File: config.mk
export PLATFORM = sky130hd
export DESIGN_NAME = issue_queue
export DESIGN_NICKNAME = d
export VERILOG_FILES = /design/src/rtl/issue_queue.sv
export SDC_FILE = /design/constraint.sdc
export NUM_CORES = 1
export LEC_CHECK = 0
export CAP_MARGIN = 20
export CORE_MARGIN = 2
export CORE_UTILIZATION = 65
export CTS_CLUSTER_DIAMETER = 60
export CTS_CLUSTER_SIZE = 8
export DETAILED_ROUTE_END_ITERATION = 7
export DONT_BUFFER_PORTS = 1
export PLACE_DENSITY = 0.78
export SYNTH_ARGS = -nofsm -noshare
export SYNTH_HDL_FRONTEND = slang
export SYNTH_SLANG_ARGS = --single-unit
File: constraint.sdc
create_clock -name clk -period 61.3 [get_ports clk]
set_input_delay 15.325 -clock clk [delete_from_list [all_inputs] [get_ports clk]]
set_output_delay 15.325 -clock clk [all_outputs]
set_load 0.005 [all_outputs]
File: src/rtl/issue_queue.sv
module issue_queue #(
  parameter int DEPTH = 8,
  parameter int IDX_W = 8,
  parameter int LAT_W = 4,
  localparam int SLOT_W = (DEPTH > 1) ? $clog2(DEPTH) : 1
) (
  input  logic              clk,
  input  logic              rst_n,
  input  logic              disp_valid,
  input  logic [IDX_W-1:0]  disp_idx,
  input  logic              disp_opnd_rdy,
  input  logic [LAT_W-1:0]  disp_lat,
  output logic              disp_ready,
  output logic              disp_stall,
  output logic [SLOT_W-1:0] disp_slot,
  input  logic [DEPTH-1:0]  wake_opnd,
  input  logic [DEPTH-1:0]  wake_mem,
  output logic              issue_valid,
  input  logic              issue_ready,
  output logic [IDX_W-1:0]  issue_idx,
  output logic              done_valid,
  output logic [IDX_W-1:0]  done_idx
);

  typedef enum logic [1:0] {S_FREE, S_WAIT, S_READY, S_EXEC} st_t;

  st_t              st_q   [DEPTH];
  logic [IDX_W-1:0] idx_q  [DEPTH];
  logic [LAT_W-1:0] cnt_q  [DEPTH];
  logic             opnd_q [DEPTH];
  logic             mem_q  [DEPTH];

  logic              full, rdy_any, fin_any;
  logic [SLOT_W-1:0] alloc, rdy_sel, fin_sel;
  logic [DEPTH-1:0]  occ;

  function automatic logic older(input logic [IDX_W-1:0] a, input logic [IDX_W-1:0] b);
    logic [IDX_W-1:0] d;
    d = a - b;
    return d[IDX_W-1];
  endfunction

  always_comb begin
    full    = 1'b1;
    alloc   = '0;
    rdy_any = 1'b0;
    rdy_sel = '0;
    fin_any = 1'b0;
    fin_sel = '0;
    for (int i = DEPTH-1; i >= 0; i--) begin
      if (st_q[i] == S_FREE) begin
        full  = 1'b0;
        alloc = SLOT_W'(i);
      end
    end
    for (int i = 0; i < DEPTH; i++) begin
      occ[i] = (st_q[i] != S_FREE);
      if (st_q[i] == S_READY && (!rdy_any || older(idx_q[i], idx_q[rdy_sel]))) begin
        rdy_any = 1'b1;
        rdy_sel = SLOT_W'(i);
      end
      if (st_q[i] == S_EXEC && cnt_q[i] == '0 && (!fin_any || older(idx_q[i], idx_q[fin_sel]))) begin
        fin_any = 1'b1;
        fin_sel = SLOT_W'(i);
      end
    end
  end

  logic accept, bypass, q_fire;
  assign accept      = disp_valid && !full;
  assign bypass      = accept && disp_opnd_rdy && disp_lat == '0 && !rdy_any && issue_ready;
  assign q_fire      = rdy_any && issue_ready;
  assign disp_ready  = !full;
  assign disp_stall  = disp_valid && full;
  assign disp_slot   = alloc;
  assign issue_valid = rdy_any || bypass;
  assign issue_idx   = rdy_any ? idx_q[rdy_sel] : disp_idx;
  assign done_valid  = fin_any;
  assign done_idx    = idx_q[fin_sel];

  always_ff @(posedge clk) begin
    if (!rst_n) begin
      for (int i = 0; i < DEPTH; i++) begin
        st_q[i]   <= S_FREE;
        idx_q[i]  <= '0;
        cnt_q[i]  <= '0;
        opnd_q[i] <= 1'b0;
        mem_q[i]  <= 1'b0;
      end
    end else begin
      for (int i = 0; i < DEPTH; i++) begin
        case (st_q[i])
          S_FREE: if (accept && alloc == SLOT_W'(i)) begin
            idx_q[i]  <= disp_idx;
            cnt_q[i]  <= disp_lat;
            opnd_q[i] <= disp_opnd_rdy;
            mem_q[i]  <= disp_opnd_rdy;
            st_q[i]   <= bypass ? S_EXEC : (disp_opnd_rdy ? S_READY : S_WAIT);
          end
          S_WAIT: begin
            opnd_q[i] <= opnd_q[i] || wake_opnd[i];
            mem_q[i]  <= mem_q[i] || wake_mem[i];
            if ((opnd_q[i] || wake_opnd[i]) && (mem_q[i] || wake_mem[i]))
              st_q[i] <= S_READY;
          end
          S_READY: if (q_fire && rdy_sel == SLOT_W'(i)) st_q[i] <= S_EXEC;
          S_EXEC: begin
            if (cnt_q[i] != '0) cnt_q[i] <= cnt_q[i] - 1'b1;
            else if (fin_sel == SLOT_W'(i)) st_q[i] <= S_FREE;
          end
          default: st_q[i] <= S_FREE;
        endcase
      end
    end
  end

  p_ready_dispatch_r2: assert property (@(posedge clk) disable iff (!rst_n)
    (accept && disp_opnd_rdy && !bypass) |=> st_q[$past(alloc)] == S_READY);

  p_wait_dispatch_r3: assert property (@(posedge clk) disable iff (!rst_n)
    (accept && !disp_opnd_rdy) |=> st_q[$past(alloc)] == S_WAIT);

  p_hold_offer_r5: assert property (@(posedge clk) disable iff (!rst_n)
    (issue_valid && !issue_ready) |=> issue_valid);

  p_issue_exec_r5: assert property (@(posedge clk) disable iff (!rst_n)
    q_fire |=> st_q[$past(rdy_sel)] == S_EXEC);

  p_done_frees_r6: assert property (@(posedge clk) disable iff (!rst_n)
    done_valid |=> st_q[$past(fin_sel)] == S_FREE);

  p_refuse_full_r8: assert property (@(posedge clk) disable iff (!rst_n)
    (disp_valid && !disp_ready) |=> $countones(occ) <= $past($countones(occ)));

endmodule

======== Word level (Yosys, flattened, before mapping) ========
Memory sizes are Yosys's and may differ from the RTL's.
Cells that the tools add are included.
word-level totals
  flip-flop bits (word level) ............. 0
  RAM bits ................................ 128
  output and inout bits ................... 23
  memories kept ........................... 5
memories
  name    words  width  read ports  clocked after Yosys merged registers in  wr ports  line  source
  idx_q   8      8      22          0                                        8         28    logic [IDX_W-1:0] idx_q [DEPTH];
  cnt_q   8      4      8           0                                        8         29    logic [LAT_W-1:0] cnt_q [DEPTH];
  st_q    8      2      8           0                                        8         27    st_t st_q [DEPTH];
  mem_q   8      1      8           0                                        8         31    logic mem_q [DEPTH];
  opnd_q  8      1      8           0                                        8         30    logic opnd_q [DEPTH];
operators by class
  add/sub/neg operators ................... 21
  equal/unequal tests ..................... 45
  mux-type cells .......................... 330
  bitwise gates (word level) .............. 88
  reductions and logical operators ........ 128
operator list
  kind                                                                 count
  1-bit two-way mux                                                    251
  8-bit subtractor                                                     13
  1-bit bitwise OR                                                     88
  8-bit two-way mux                                                    9
  2-bit two-way mux                                                    34
  4-bit two-way mux                                                    16
  3-bit two-way mux                                                    20
  1-bit logical AND                                                    53
  3-bit == test (second input constant)                                12
  4-bit zero test                                                      9
  2-bit == test (second input constant)                                16
  4-bit nonzero test                                                   8
  4-bit by 1-bit subtractor with 4-bit output (second input constant)  8
  1-bit logical OR                                                     31
  3-bit by 2-bit == test with 1-bit output (second input constant)     6
  2-bit by 1-bit == test with 1-bit output (second input constant)     8
  1-bit zero test                                                      16
  2-bit zero test                                                      8
  3-bit by 1-bit == test with 1-bit output (second input constant)     3
  3-bit zero test                                                      3

======== Depth between registers and ports, before layout ========
An unclocked memory read counts as a cell.
  word-level depth ........................ 45
  depth in mapped cells ................... 94

======== Least setup slack after synthesis ========
Ideal clock, no wire load.
  path kind ............................... reg-to-output
  from .................................... memory idx_q[0][4]
  to ...................................... output done_idx[5]
  arrival time ............................ 17.351 ns
  required time ........................... 45.975 ns
  setup slack ............................. 28.624 ns
  cell stages (with the launch flop) ...... 85
  path buffers ............................ 12
  path through ............................ edfxtp_1 clkbuf_1 inv_1 ha_1 a211oi_2 o21ai_0 a2111oi_2 a211o_2 clkbuf_1 mux2i_1 ha_1 a21o_1 a21o_1 a21oi_1 o21ai_0 a21bo_2 a211o_1 o22a_1 [49 not listed] xnor3_1 o21ai_1 nand2_1 mux2i_1 mux2_1 a211oi_1 a21oi_1 ha_1 a21oi_1 nor2b_1 o21ai_0 and3b_1 o31ai_1 xnor2_1 o21ai_2 buf_4 o21ai_1 a21o_1
RTL lines
  what         line  source
  from (decl)  28
  to (decl)    22    output logic [IDX_W-1:0] done_idx

==> flow_metrics.env <==
export IMPL_status="finished with violations"
export IMPL_violations="design-rule violations"
export IMPL_cts_hold_buffers=0
export IMPL_ant_nets=0
export IMPL_cp_num_buf_inv=4
export IMPL_place_congestion=1.077
export IMPL_rrSetupSlack_ps=39460
export IMPL_clock_sinks=128
export IMPL_cts_root_buf="clkbuf_16"
export IMPL_setup_slack_ps=24060
export IMPL_wl_per_cell_um=27.70
export IMPL_min_delay_start="mem_q[1][0]$_DFF_P_"
export IMPL_vias_per_cell=7.490
export IMPL_cts_resized=0
export IMPL_clkSlewWorstSetupHoldPaths_ps=60
export IMPL_ys_seq_area_share_pct=28.09
export IMPL_worst_pin_slew_ps=1003
export IMPL_min_to="mem_q[1][0]$_DFF_P_"
export IMPL_holdPathStages=2
export IMPL_die_w_um=148.7
export IMPL_slowest_stage="o21ai_1"
export IMPL_die_h_um=148.7
export IMPL_synthesis_area_um2=13610
export IMPL_cp_arrival_ps=21910
export IMPL_route_vias_total=14530
export IMPL_finalWirelength_um=53730
export IMPL_ys_warn_count=0
export IMPL_critPathCaptureType="output port"
export IMPL_post_place_ws_ps=25230
export IMPL_power_density_nw_per_um2=39.15
export IMPL_drt_iter0_drc=2197
export IMPL_first_global_vias=13620
export IMPL_worstReg2RegEnd="st_q[0][2]$_SDFFCE_PP0P_"
export IMPL_clockBufferDepth=2
export IMPL_cp_max_fo=26
export IMPL_core_area_um2=20360
export IMPL_insertion_delay_ps=430
export IMPL_drc=10
export IMPL_max_slew_margin_rel_pct=32.75
export IMPL_max_freq_mhz=26.85
export IMPL_async_flop_share_pct=0
export IMPL_rsz0062_at_grt="no"
export IMPL_vdd_ir_drop_max_v=0.00002680
export IMPL_r2r_cells=75
export IMPL_die_area_um2=22120
export IMPL_crit_path_frequent_cell="a21o_1"
export IMPL_hold_path_class="reg -> reg"
export IMPL_grt_usage_pct=48.56
export IMPL_cts_setup_buffers=0
export IMPL_timing_rr_start="idx_q[0][4]$_SDFFCE_PN0P_"
export IMPL_path_class="reg -> out"
export IMPL_antenna_found_initial=2
export IMPL_synth_edff_count=126
export IMPL_rows=52
export IMPL_portBuffers=0
export IMPL_grt_pass1_wl_um=80430
export IMPL_first_pass_iters=8
export IMPL_area_growth_pct=5.000
export IMPL_gr_total_overflow=0
export IMPL_cts_tree="done"
export IMPL_slew_violations=0
export IMPL_hold_violations=0
export IMPL_finalSetupViolCount=0
export IMPL_fin_worst_skew_ps=10.78
export IMPL_io_pins=56
export IMPL_fin_tns_setup_ps=0
export IMPL_htreeDepth=4
export IMPL_final_nets=1776
export IMPL_numCtsBuffers=17
export IMPL_ys_flop_type="edfxtp_1"
export IMPL_p_leak_nw=5.609
export IMPL_drv_cap=0
export IMPL_ys_ff_latch=128
export IMPL_period_needed_ps=37240
export IMPL_drive_above_1_share_pct=7.019
export IMPL_max_stage_delay_ps=780
export IMPL_fill_cells=1650
export IMPL_start_util_pct=66.85
export IMPL_yosysUniqueCellTypes=102
export IMPL_start_kind="flip-flop"
export IMPL_avgSynthCellArea_um2=7.924
export IMPL_grt_max_degree=51
export IMPL_synth_cells=1718
export IMPL_min_period_over_period_pct=60.75
export IMPL_syn_nets=1840
export IMPL_path_delay_family="compound AO/OA/AOI/OAI gates"
export IMPL_hpwl_um=38330
export IMPL_required_ps=45980
-- worst register-to-register path, delay by kind of cell (launching register included) --
family	cells	cell delay, ps
xor gates and xnor gates	3	740
buffers and inverters	3	720
and+or+nand+nor	13	3650
DFF	1	670
muxes	6	1740
AOI/OAI and AO/OA	43	12010
adders and majority gates	7	2040
-- cell families after synthesis --
family	after synthesis	synth area share, %
AND/OR/NAND/NOR	694	23.74
AO/OA/AOI/OAI	531	26.77
buffers and inverters	167	4.881
flip-flops	128	28.09
adder cells (fa/ha/maj)	89	8.180
multiplexers	81	6.324
XOR/XNOR	28	2.013
-- power by group --
| part | switching [mW] | internal (mW) |
|---|---|---|
| registers | 0.0196 | 0.108 |
| logic | 0.214 | 0.119 |
| clock network | 0.0450 | 0.0545 |
-- how the worst max path moves through the flow --
stage,startpoint,end,slack [ps],cells after the start
2_1_floorplan,idx_q[0][4]$_SDFFCE_PN0P_,done_idx[5],28620,84
3_3_place_gp,idx_q[0][4]$_SDFFCE_PN0P_,done_idx[4],24850,74
3_5_place_dp,idx_q[0][4]$_SDFFCE_PN0P_,done_idx[4],25230,75
4_1_cts,idx_q[0][4]$_SDFFCE_PN0P_,done_idx[4],24720,75
5_1_grt,idx_q[0][4]$_SDFFCE_PN0P_,done_idx[0],22700,77
6_report,idx_q[0][4]$_SDFFCE_PN0P_,done_idx[4],24060,75
-- layout by cell type, fill, tap and decap left out, types with 10 or more instances in the layout --
| cell type | count |
|---|---|
| mux2i_1 | 61 |
| nand2b_1 | 17 |
| a21o_1 | 30 |
| buf_4 | 21 |
| nor2_1 | 240 |
| inv_1 | 59 |
| and2_1 | 11 |
| o21ai_1 | 15 |
| nor3_1 | 38 |
| nand4_1 | 27 |
| or3_1 | 11 |
| nand3_1 | 48 |
| nor4_1 | 13 |
| edfxtp_1 | 126 |
| o221ai_1 | 10 |
| a211o_1 | 12 |
| xnor2_1 | 22 |
| o211ai_1 | 24 |
| mux2_2 | 10 |
| o21ai_0 | 97 |
| ha_1 | 89 |
| a211oi_1 | 28 |
| nor2b_1 | 20 |
| o21a_1 | 18 |
| and3_1 | 23 |
| clkbuf_16 | 17 |
| a21oi_1 | 125 |
| nand2_1 | 198 |
| a31oi_1 | 21 |
| o22ai_1 | 31 |
-- metrics by stage --
step | cell area, um2 | hold slack (ps) | std cells | util, % | power, mW
2_1_floorplan | 13610 | 497.0 | 1718 | - | 0.3684
6_report | 14290 | 567.2 | 1940 | 70.19 | 0.5595
3_5_place_dp | 13700 | 538.0 | 1905 | 67.28 | 0.4440
3_3_place_gp | 13690 | 514.1 | 1904 | 67.23 | 0.4391
5_1_grt | 14290 | 575.3 | 1938 | 70.16 | 0.5884
4_1_cts | 14290 | 557.2 | 1937 | 70.15 | 0.5432
-- synthesized netlist by cell type, drive strengths merged, types with 9 or more instances --
cell | number | area [um2]
nand2b | 18 | 120.1
a221oi | 10 | 100.1
inv | 60 | 225.2
nor2 | 241 | 907.1
xnor2 | 22 | 192.7
a211oi | 30 | 235.2
edfxtp | 126 | 3784
nor3 | 39 | 195.2
mux2i | 63 | 646.9
nor3b | 9 | 67.56
o22ai | 31 | 193.9
and3 | 23 | 143.9
clkbuf | 81 | 304.0
o221ai | 10 | 87.58
nor4 | 13 | 81.33
nand4 | 27 | 168.9
a21oi | 128 | 651.9
a31oi | 24 | 186.4
nand3 | 48 | 240.2
nor2b | 20 | 125.1
or3 | 11 | 68.82
o31ai | 10 | 88.83
nand2 | 199 | 754.5
mux2 | 17 | 191.4
buf | 24 | 127.6
ha | 89 | 1114
o211ai | 29 | 242.7
and2 | 11 | 68.82
o21ai | 113 | 569.3
o21a | 18 | 135.1
a211o | 13 | 115.1
a21o | 30 | 225.2
-- flip-flops by register name, indices dropped and copies added (netlist names) --
signal	count
mem_q	8
idx_q	64
opnd_q	8
cnt_q	32
st_q	16
-- area by class of cell --
class	instances	area (um2)	area share (%)
antenna	3	7.507	0.05252
clock buffer	17	425.4	2.976
clock inverter	15	158.9	1.112
inverter	62	232.7	1.628
multi-input combinational	1423	9139	63.94
sequential	128	3824	26.75
tap	270	337.8	2.363
timing repair buffer	22	168.9	1.182
-- metal layers --
metal	routed length, um	part of all wire [%]	global-route usage, %
met1	18780	35	61.90
met2	21460	40	69.44
met3	8441	16	14.85
met4	5049	9.4	35.95
met5	0	0	0
Power figures use the tool's default switching activity.
